<file path="config.mk">
export PLATFORM = sky130hd
export DESIGN_NAME = irq_arb_top
export DESIGN_NICKNAME = d
export VERILOG_FILES = /design/src/rtl/irq_arb_pkg.sv /design/src/rtl/irq_prio_regs.sv /design/src/rtl/irq_select.sv /design/src/rtl/irq_out_stage.sv /design/src/rtl/irq_arb_top.sv
export SDC_FILE = /design/constraint.sdc
export NUM_CORES = 1
export LEC_CHECK = 0
export BUFFER_PORTS_ARGS = -buffer_cell sky130_fd_sc_hd__clkbuf_2
export CAP_MARGIN = 20
export CELL_PAD_IN_SITES_DETAIL_PLACEMENT = 1
export CELL_PAD_IN_SITES_GLOBAL_PLACEMENT = 1
export CORE_MARGIN = 1
export CORE_UTILIZATION = 40
export CTS_CLUSTER_SIZE = 10
export DETAILED_ROUTE_END_ITERATION = 16
export GPL_ROUTABILITY_DRIVEN = 0
export PLACE_DENSITY = 0.76
export SLEW_MARGIN = 20
export SYNTH_ARGS = -nofsm -noshare
export SYNTH_HDL_FRONTEND = slang
export SYNTH_SLANG_ARGS = --single-unit
</file>
<file path="constraint.sdc">
create_clock -name clk -period 40 [get_ports clk]
set_clock_uncertainty 0.05 [all_clocks]
set_input_delay 2 -clock clk [delete_from_list [all_inputs] [get_ports clk]]
set_output_delay 2 -clock clk [all_outputs]
set_load 0.01 [all_outputs]
</file>
<file path="src/rtl/irq_arb_pkg.sv">
package irq_arb_pkg;
    localparam int LVL_W       = 4;
    localparam int SRC_PER_GRP = 2;
    localparam int FLD_PER_REG = 4;
    localparam int NUM_PRI_REG = 3;
    localparam int NUM_GROUPS  = NUM_PRI_REG * FLD_PER_REG;
    localparam int NUM_SRC     = NUM_GROUPS * SRC_PER_GRP;
    localparam int CODE_W      = $clog2(NUM_SRC);
    localparam int DATA_W      = 32;
    localparam int ADDR_W      = 3;

    typedef enum logic [ADDR_W-1:0] {
        ADR_PRI0 = 3'd0,
        ADR_PRI1 = 3'd1,
        ADR_PRI2 = 3'd2,
        ADR_MSET = 3'd3,
        ADR_MCLR = 3'd4
    } reg_addr_e;

    typedef struct packed {
        logic [LVL_W-1:0]  lvl;
        logic [CODE_W-1:0] code;
    } win_t;

    function automatic int grp_of(input int src);
        return src / SRC_PER_GRP;
    endfunction
endpackage

</file>
<file path="src/rtl/irq_prio_regs.sv">
module irq_prio_regs
    import irq_arb_pkg::*;
(
    input  logic                              clk,
    input  logic                              rst,
    input  logic                              we,
    input  logic [ADDR_W-1:0]                 addr,
    input  logic [DATA_W-1:0]                 wdata,
    output logic [NUM_GROUPS-1:0][LVL_W-1:0]  grp_lvl,
    output logic [NUM_SRC-1:0]                mask,
    output logic [DATA_W-1:0]                 rdata
);
    localparam int REG_BITS = FLD_PER_REG * LVL_W;

    logic [NUM_GROUPS-1:0][LVL_W-1:0] lvl_q;
    logic [NUM_SRC-1:0]               mask_q;

    for (genvar g = 0; g < NUM_GROUPS; g++) begin : g_grp
        localparam int REG_IDX = g / FLD_PER_REG;
        localparam int LSB     = (g % FLD_PER_REG) * LVL_W;
        always_ff @(posedge clk) begin
            if (rst) begin
                lvl_q[g] <= '0;
            end else if (we && addr == ADR_PRI0 + ADDR_W'(REG_IDX)) begin
                lvl_q[g] <= wdata[LSB +: LVL_W];
            end
        end
    end

    always_ff @(posedge clk) begin
        if (rst) begin
            mask_q <= '0;
        end else if (we && addr == ADR_MSET) begin
            mask_q <= mask_q | wdata[NUM_SRC-1:0];
        end else if (we && addr == ADR_MCLR) begin
            mask_q <= mask_q & ~wdata[NUM_SRC-1:0];
        end
    end

    always_comb begin
        rdata = '0;
        case (addr)
            ADR_PRI0, ADR_PRI1, ADR_PRI2: begin
                for (int f = 0; f < FLD_PER_REG; f++) begin
                    rdata[f*LVL_W +: LVL_W] = lvl_q[int'(addr) * FLD_PER_REG + f];
                end
            end
            ADR_MSET, ADR_MCLR: rdata[NUM_SRC-1:0] = mask_q;
            default: rdata = '0;
        endcase
        rdata[DATA_W-1:REG_BITS] = (addr == ADR_MSET || addr == ADR_MCLR) ?
            rdata[DATA_W-1:REG_BITS] : '0;
    end

    assign grp_lvl = lvl_q;
    assign mask    = mask_q;
endmodule

</file>
<file path="src/rtl/irq_select.sv">
module irq_select
    import irq_arb_pkg::*;
(
    input  logic [NUM_SRC-1:0]               req,
    input  logic [NUM_SRC-1:0]               mask,
    input  logic [NUM_GROUPS-1:0][LVL_W-1:0] grp_lvl,
    output win_t                             win
);
    logic [NUM_SRC-1:0][LVL_W-1:0] eff_lvl;

    for (genvar s = 0; s < NUM_SRC; s++) begin : g_src
        assign eff_lvl[s] = (req[s] && !mask[s]) ? grp_lvl[grp_of(s)] : '0;
    end

    always_comb begin
        win = '0;
        for (int s = 0; s < NUM_SRC; s++) begin
            if (eff_lvl[s] > win.lvl) begin
                win.lvl  = eff_lvl[s];
                win.code = CODE_W'(s);
            end
        end
    end
endmodule

</file>
<file path="src/rtl/irq_out_stage.sv">
module irq_out_stage
    import irq_arb_pkg::*;
(
    input  logic             clk,
    input  logic             rst,
    input  win_t             win,
    input  logic [LVL_W-1:0] cpu_mask,
    output win_t             win_q,
    output logic             req_q
);
    always_ff @(posedge clk) begin
        if (rst) begin
            win_q <= '0;
            req_q <= 1'b0;
        end else begin
            win_q <= win;
            req_q <= (win.lvl > cpu_mask);
        end
    end
endmodule

</file>
<file path="src/rtl/irq_arb_top.sv">
module irq_arb_top
    import irq_arb_pkg::*;
(
    input  logic                clk,
    input  logic                rst,
    input  logic [NUM_SRC-1:0]  src_req,
    input  logic [LVL_W-1:0]    cpu_mask,
    input  logic                reg_we,
    input  logic [ADDR_W-1:0]   reg_addr,
    input  logic [DATA_W-1:0]   reg_wdata,
    output logic [DATA_W-1:0]   reg_rdata,
    output logic                irq_req,
    output logic [LVL_W-1:0]    irq_level,
    output logic [CODE_W-1:0]   irq_code
);
    logic [NUM_GROUPS-1:0][LVL_W-1:0] grp_lvl;
    logic [NUM_SRC-1:0]               mask_q;
    win_t                             win_d;
    win_t                             win_q;

    irq_prio_regs u_regs (
        .clk     (clk),
        .rst     (rst),
        .we      (reg_we),
        .addr    (reg_addr),
        .wdata   (reg_wdata),
        .grp_lvl (grp_lvl),
        .mask    (mask_q),
        .rdata   (reg_rdata)
    );

    irq_select u_sel (
        .req     (src_req),
        .mask    (mask_q),
        .grp_lvl (grp_lvl),
        .win     (win_d)
    );

    irq_out_stage u_out (
        .clk      (clk),
        .rst      (rst),
        .win      (win_d),
        .cpu_mask (cpu_mask),
        .win_q    (win_q),
        .req_q    (irq_req)
    );

    assign irq_level = win_q.lvl;
    assign irq_code  = win_q.code;
endmodule

</file>
* Word level (Yosys, flattened, before mapping) *
Index checks and enable logic that the tools add are counted.

word-level totals
  memories = 0
  bits in writable memories = 0
  bits in registers = 82
  word-level logic and storage cells = 179
  latch bits = 0
  bits in read-only memories = 0
  bits of input ports = 66

cells by class
  eq/ne operators = 4
  reductions and logical operators = 59
  magnitude comparators = 29
  shift operators = 0
  multiplexer cells = 64
  add/subtract/negate cells = 3
  bitwise logic cells = 3
  multipliers = 0
  divide/modulo/power cells = 0

operators by type and width
  operator                                                      count
  two-way mux 9 bit                                             24
  two-way mux 4 bit                                             31
  > comparator 4 bit                                            24
  less-than comparator 32 x 6 -> 1 bit (second input constant)  3
  binary-select mux 4 bit (select 4 bit)                        3
  two-way mux 24 bit                                            2
  case mux 16 bit (2 select lines)                              1
  logical AND 1 bit                                             29
  AND 24 bit                                                    1
  logical NOT 1 bit                                             24
  NOT 24 bit                                                    1
  bitwise OR 24 bit                                             1
  two-way mux 8 bit                                             2
  adder 5 x 2 -> 6 bit (second input constant)                  2
  OR reduction 9 bit                                            1
  binary-select mux 4 bit (select 2 bit)                        1
  adder 5 x 1 -> 6 bit (second input constant)                  1
  == test 3 x 2 -> 1 bit (second input constant)                2
  less-than comparator 5 bit (second input constant)            1
  > comparator 4 x 1 -> 1 bit (second input constant)           1
  == test 3 x 1 -> 1 bit (second input constant)                1
  == test 3 bit (second input constant)                         1
  logical NOT 3 bit                                             1
  OR reduction 3 bit                                            1
  other kinds (3)                                               3

* Depth between registers and ports, before layout *
Gate-level depths: netlist (run 1).

  depth after elaboration = 52
  gate-level depth with buffers = 194
  depth with buffers taken out = 191

* Cells and area by module *
Synthesis (run 1) repeated with hierarchy kept, for this count alone.

second synthesis, totals
  cells, all modules = 1272
  area, all modules = 9480.3 sq um

by module, submodules not included
  module         cells each  area an instance (sq um)  seq. area each (sq um)  instances
  irq_select     828         5531.6                    0.0                     1
  irq_prio_regs  412         3572.2                    1441.4                  1
  irq_out_stage  32          376.6                     200.2                   1

* Worst setup path before layout (run 1) *
Ideal clock, no wire load.

  kind = input to register
  start = input port src_req[0]
  end = register u_out.req_q
  library setup time = 0.114 ns
  buffers on the path = 3
  slack = 3.620 ns
  stages on the path = 170
  arrival = 36.217 ns
  cell sequence = nor2b_1 nand2_1 ha_1 nor2b_1 a2111oi_2 a21oi_1 nand2_1 o21ai_0 ha_1 nor2_1 maj3_1 o21a_1 a21oi_1 mux2_2 ha_1 nand3_1 or3_4 and2_4 [134 not listed] ha_1 nand2b_1 a2111o_1 nor3_1 or2_1 nor2_2 mux2_1 ha_1 a21oi_1 a41oi_1 a211o_1 nand2_1 ha_1 nor2b_1 o21ai_0 nand2b_1 a21oi_1 nor2_1

RTL lines
  what                  line                 source
  from (decl)           irq_arb_top.sv:6     input logic [NUM_SRC-1:0] src_req,
  to (signal assigned)  irq_out_stage.sv:17  req_q <= (win.lvl > cpu_mask);
  to (decl)             irq_out_stage.sv:9   output logic req_q

==> flow_metrics.py, run 1 <==
metrics = {
    "outcome": {
        "outcome": "complete, no violations",
    },
    "final_layout": {
        "num_antenna_cells": 0,
        "area_delta_synth_final_pct": 17.32,
        "nets": 1613,
        "fin_area_sq_mm": 0.01099,
        "fillerInstances": 2962,
        "drive_gt1_frac": 0.1818,
    },
    "clock_tree": {
        "clkLatencyLatePin_ns": 0.36,
        "clock_path_buffers": 2,
        "numCtsBuffers": 9,
        "cts_num_sinks": 82,
        "clk_pin_slew_ns": 0.06,
        "cts_tree": "done",
        "cts_max_level": 3,
        "cts_hold_buf": 0,
        "root_buffer": "clkbuf_16",
    },
    "floorplan": {
        "pin_count": 108,
        "rows": 55,
        "die_area_sq_mm": 0.02403,
        "die_w_microns": 155.0,
        "die_h_microns": 155.0,
        "start_util": 0.4111,
        "coreArea_sq_mm": 0.02278,
    },
    "drt": {
        "ant_nets": 0,
        "vias": 10738,
        "viasPerCell": 5.936,
        "drtIter0Drc": 452,
        "totalWireLength_mm": 34.06,
        "drc": 0,
        "wire_per_inst_microns": 18.83,
        "drt_pass1_iterations": 5,
    },
    "global_routing": {
        "grt.overflow.total": 0,
        "grt_max_degree": 87,
        "antenna_found_initial": 0,
        "grt_pass1_wl_mm": 54.00,
        "grt_pass1_vias": 10420,
        "globalRouteTotalUtil": 0.2791,
    },
    "placement": {
        "port_buffers": 91,
        "dpl_cell_area_sq_mm": 0.01033,
        "dp.final_hpwl_mm": 26.63,
        "dp_slack_ns": -0.3692,
    },
    "run": {
        "drv_cap": 0,
    },
    "pwr": {
        "p_leak_nw": 4.411,
        "p_per_area_mw_per_mm2": 87.42,
        "ir_drop_mv": 0.1009,
        "total_power_mw": 0.9603,
    },
    "timing": {
        "setup_viol": 0,
        "clock.fmax_ghz": 0.02656,
        "slew_headroom": 0.3063,
        "hold_slack_ns": 0.4219,
        "finalSetupTns_ns": 0,
        "finalHoldViolations": 0,
        "fin_crit_sh": 0.9411,
        "setup_ws_ns": 2.356,
        "tightest_slew_ns": 1.036,
        "final-max-slew-violation-count": 0,
        "layout_min_cycle_time_ns": 37.64,
    },
    "worst_setup_path": {
        "cp_max_fo": 7,
        "path_depth": 172,
        "endpoint_kind": "register",
        "worstSetupStartpointType": "primary input",
        "rrSetupSlack_ns": 3.67,
        "crit_top_cell": "ha_1",
        "timing.rr.end": "u_out.req_q$_SDFF_PP0_",
        "cp_top_family": "compound AO/OA/AOI/OAI gates",
        "critPathBufInv": 5,
        "setup.worst_path.class": "primary input to register",
        "slowest_delay_ns": 0.59,
        "worstPathRequired_ns": 40.25,
        "reg2reg_depth": 172,
        "cpMaxStageDelayCell": "or4_1",
        "arrival_ns": 37.89,
    },
    "yosys": {
        "synth_edf_count": 0,
        "yosys_warnings": 0,
        "async_reset_ff_frac": 0,
        "synthCells": 1372,
        "yosysSeqAreaShare": 0.1753,
        "syn_area_sq_mm": 0.009364,
        "synth_cell_type_count": 106,
        "avgSynthCellArea_sq_um": 6.825,
        "ys.flop_type": "dfxtp_1",
        "yosys_register_bits": 82,
    },
    "hold_path": {
        "hold_class": "register to register",
        "min_path_cells": 2,
    },
}
final cells by class:
cell class	instances	area (sq um)	area share
timing repair buffer	153	920.9	0.08383
sequential	82	1642	0.1494
clock buffer	12	246.5	0.02244
tap	313	391.6	0.03565
multi-input combinational	1203	7597	0.6916
clock inverter	3	26.28	0.002392
inverter	43	161.4	0.01469
placed cells by master (no fill, tap or decap), types with 9 or more instances in the layout:
master,n
a21oi_2,9
a21o_1,11
mux2i_1,20
xnor2_1,11
o211ai_1,13
nand4_1,11
nand2b_1,12
clkbuf_2,90
nor2_1,98
inv_1,43
or3_1,9
buf_4,62
nor3_1,19
clkbuf_16,9
and2_1,60
a21oi_1,135
o21a_1,15
a31oi_1,13
ha_1,49
nand3b_1,9
o21ai_0,74
o31ai_1,10
dfxtp_1,82
nor2b_1,33
nand3_1,57
nand2_1,292
mux2_2,11
repair_timing:
action                     CTS  global route
resized for setup            2            51
setup endpoints to repair    1            10
setup buffers                0            20
pin swaps                    1            13
power breakdown:
part           switching, mW  total, mW  leakage, nW  internal, mW
combinational          0.441      0.789         3.61         0.348
sequential           0.00290     0.0916        0.664        0.0887
clock                 0.0363     0.0801        0.133        0.0438
how the worst max path moves through the flow:
| stage | startpoint | slack, ns | to |
|---|---|---|---|
| after floorplan | src_req[0] | 3.62 | u_out.req_q$_SDFF_PP0_ |
| after global placement | src_req[0] | 0.32 | u_out.req_q$_SDFF_PP0_ |
| after detailed placement | src_req[0] | -0.37 | u_out.req_q$_SDFF_PP0_ |
| after CTS | src_req[0] | 0.08 | u_out.req_q$_SDFF_PP0_ |
| after global routing | src_req[0] | -0.05 | u_out.req_q$_SDFF_PP0_ |
| final | src_req[1] | 2.36 | u_out.req_q$_SDFF_PP0_ |
worst register-to-register path, delay by kind of cell (launching register included):
kind                     cells  cell delay [ns]
flip-flops                   1             0.48
buffers and inverters        4             0.43
multiplexers                 7             2.30
adder cells (fa/ha/maj)     31             9.94
AO/OA/AOI/OAI               70            12.41
AND/OR/NAND/NOR             60            10.62
layer usage:
metal | GRT usage | vias to the layer above | routed length [microns]
li1 | - | 5214 | -
met1 | 0.3761 | 5233 | 15810
met2 | 0.4704 | 239 | 15960
met3 | 0.02702 | 52 | 1470
met4 | 0.08109 | 0 | 824
met5 | 0 | - | 0
logic make-up after synthesis:
group / synth area share
AOI/OAI and AO/OA: 0.3026
xor gates and xnor gates: 0.01122
muxes: 0.04129
and+or+nand+nor: 0.3433
adders and majority gates: 0.08324
DFF: 0.1753
other: 0.0004005
buffers and inverters: 0.04262
per-stage QoR:
| stage | std cells | util |
|---|---|---|
| floorplan | 1379 | - |
| global route | 1809 | 0.4823 |
| CTS | 1788 | 0.4658 |
| finish | 1809 | 0.4823 |
| detailed placement | 1773 | 0.4535 |
| global placement | 1773 | 0.4535 |
cells in the mapped netlist, drive strengths merged (4+ instances only):
cell     instances  share of area
a32oi            4         0.0037
nor3b            4         0.0032
o22a             4         0.0037
o31ai           13          0.013
a21boi           9         0.0072
ha              55          0.073
nor4             9         0.0080
and2            62          0.042
dfxtp           82           0.18
and3             6         0.0045
a22o             5         0.0047
or3             10         0.0072
or4              6         0.0052
a311o            8         0.0086
buf             13          0.010
a311oi           8          0.012
nor3            22          0.012
mux2            13          0.016
nand3b           9         0.0072
o21a            15          0.012
a211oi          12          0.012
mux2i           22          0.025
a41oi            6         0.0056
nand2          296           0.12
a211o            5         0.0047
clkbuf          38          0.015
nand3           58          0.031
a31o            11          0.010
nand2b          14          0.010
nor2b           36          0.024
a2111oi          4         0.0045
and4             4         0.0037
a21o            11         0.0088
a41o             5         0.0053
a21oi          146          0.078
inv             43          0.017
a31oi           15          0.010
maj3             9         0.0098
o31a             4         0.0037
nor2           102          0.041
o21ai           82          0.045
xnor2           11          0.010
o211ai          15          0.013
or2              9         0.0060
nand4           14          0.013
(Power assumes the default switching activity.)
==> run 2, diff against run 1 <==
Settings changed: CTS_BUF_LIST from default to sky130_fd_sc_hd__clkbuf_4 sky130_fd_sc_hd__clkbuf_8.
==> run 2 against run 1 <==
Hold slack improved by 0.0017 ns. Register-to-register slack better by 0.05 ns. First-iteration DRC count is 16% higher. Power is 2.3% lower. Final cell count fell by 0.17%. Combinational power barely moved. Utilization down 0.51 points. Design area fell by 1.1%. Clock-buffer cell count is the same. Critical path type unchanged. Highest routed layer unchanged.
==> flow_metrics.py, run 2 (same netlist as run 1, synthesis figures left out) <==
metrics = {
    "floorplan": {
        "pin_count": 108,
        "die_w_microns": 155.0,
        "die_h_microns": 155.0,
        "die_area_sq_mm": 0.02403,
        "rows": 55,
        "start_util": 0.4111,
        "coreArea_sq_mm": 0.02278,
    },
    "global_routing": {
        "grt_pass1_wl_mm": 53.83,
        "antenna_found_initial": 0,
        "globalRouteTotalUtil": 0.2776,
        "grt_max_degree": 87,
        "grt.overflow.total": 0,
        "grt_pass1_vias": 10392,
    },
    "outcome": {
        "outcome": "complete, no violations",
    },
    "worst_setup_path": {
        "cpMaxStageDelayCell": "or4_1",
        "arrival_ns": 37.84,
        "worstPathRequired_ns": 40.27,
        "path_depth": 172,
        "critPathBufInv": 4,
        "setup.worst_path.class": "primary input to register",
        "reg2reg_depth": 172,
        "cp_max_fo": 8,
        "crit_top_cell": "ha_1",
        "slowest_delay_ns": 0.58,
        "worstSetupStartpointType": "primary input",
        "cp_top_family": "compound AO/OA/AOI/OAI gates",
        "endpoint_kind": "register",
        "crit_path_start": "src_req[1]",
    },
    "final_layout": {
        "num_antenna_cells": 0,
        "fillerInstances": 2965,
        "drive_gt1_frac": 0.1815,
        "layout_commonest_cell": "nand2_1",
        "area_delta_synth_final_pct": 16.07,
        "utilization": 0.4772,
        "final_cell_mix": "nand2_1 (292), a21oi_1 (135), nor2_1 (98)",
        "nets": 1610,
    },
    "drt": {
        "drtIter0Drc": 523,
        "drt_pass1_iterations": 5,
        "totalWireLength_mm": 33.73,
        "drc": 0,
        "vias": 10663,
        "viasPerCell": 5.904,
        "wire_per_inst_microns": 18.67,
        "ant_nets": 0,
    },
    "timing": {
        "tightest_slew_ns": 1.074,
        "finalHoldViolations": 0,
        "layout_min_cycle_time_ns": 37.57,
        "finalSetupTns_ns": 0,
        "slew_headroom": 0.2801,
        "setup_viol": 0,
        "fin_crit_sh": 0.9393,
        "final-max-slew-violation-count": 0,
        "clock.fmax_ghz": 0.02662,
    },
    "placement": {
        "dp.final_hpwl_mm": 26.63,
        "port_buffers": 91,
    },
    "clock_tree": {
        "numCtsBuffers": 9,
        "clock_path_buffers": 2,
        "clkLatencyLatePin_ns": 0.38,
        "cts_tree": "done",
        "cts_max_level": 3,
        "root_buffer": "clkbuf_8",
        "cts_num_sinks": 82,
        "clk_pin_slew_ns": 0.08,
    },
    "pwr": {
        "p_leak_nw": 4.355,
        "ir_drop_mv": 0.09751,
        "p_per_area_mw_per_mm2": 86.34,
    },
    "hold_path": {
        "hold_class": "register to register",
        "min_path_cells": 2,
    },
    "run": {
        "drv_cap": 0,
    },
}
==> run 2: cell types whose count changed in the layout (fill, tap and decap cells not counted) <==
cell / delta
clkbuf_8: +9
buf_4: -3
clkbuf_4: +2
clkbuf_1: -2
clkbuf_16: -9
==> run 2: through the flow <==
step / cell area (sq um) / total power, mW / hold slack [ns] / instances / worst slack, ns
final: 10870 / 0.9385 / 0.4236 / 1806 / 2.429
after global routing: 10870 / 1.013 / 0.4439 / 1806 / -0.05015
after CTS: 10520 / 0.8931 / 0.4294 / 1788 / 0.005262
after detailed placement: 10330 / 0.8278 / 0.4180 / 1773 / -0.3692
after global placement: 10330 / 0.8089 / 0.4056 / 1773 / 0.3181
after floorplan: 9390 / 0.5846 / 0.3951 / 1379 / 3.620
==> run 2: layer usage <==
metal	wire (microns)	GRT usage	vias to the layer above
met4	957	0.08675	0
met5	0	0	-
met3	1439	0.02618	58
li1	-	-	5206
met1	15720	0.3723	5162
met2	15610	0.4676	237
==> run 2: final cells by class <==
cell class,count,area (sq um),share of cell area
multi-input combinational,1203,7597,0.6990
sequential,82,1642,0.1510
timing repair buffer,150,898.4,0.08265
tap,313,391.6,0.03603
inverter,43,161.4,0.01485
clock buffer,12,152.6,0.01404
clock inverter,3,26.28,0.002417
==> run 2: power by group <==
| group | leakage [nW] | total, mW | internal (mW) | switching, mW |
|---|---|---|---|---|
| combinational | 3.60 | 0.788 | 0.348 | 0.440 |
| clock | 0.0935 | 0.0589 | 0.0257 | 0.0333 |
| sequential | 0.664 | 0.0915 | 0.0886 | 0.00288 |
==> run 2: final timing paths <==
| check | slack [ns] | end |
|---|---|---|
| setup / recovery | 2.43 | u_out.req_q$_SDFF_PP0_ |
| hold / removal | 0.42 | register |
| setup reg to reg | 3.72 | u_out.req_q$_SDFF_PP0_ |
| hold reg to reg | 0.42 | register |
==> run 2: worst min-delay path, cell delays in order, from the launching register on <==
cell	delay (ns)
dfxtp_1	0.32
nand2_1	0.05
a21oi_1	0.05
==> run 2: repair_timing <==
action                                 CTS  global route
endpoints found under the hold margin    0             0
hold buffers                             0             0
pin swaps                                1            12
setup buffers                            0            18
setup endpoints to repair                1            10
gates resized for setup                  1            52
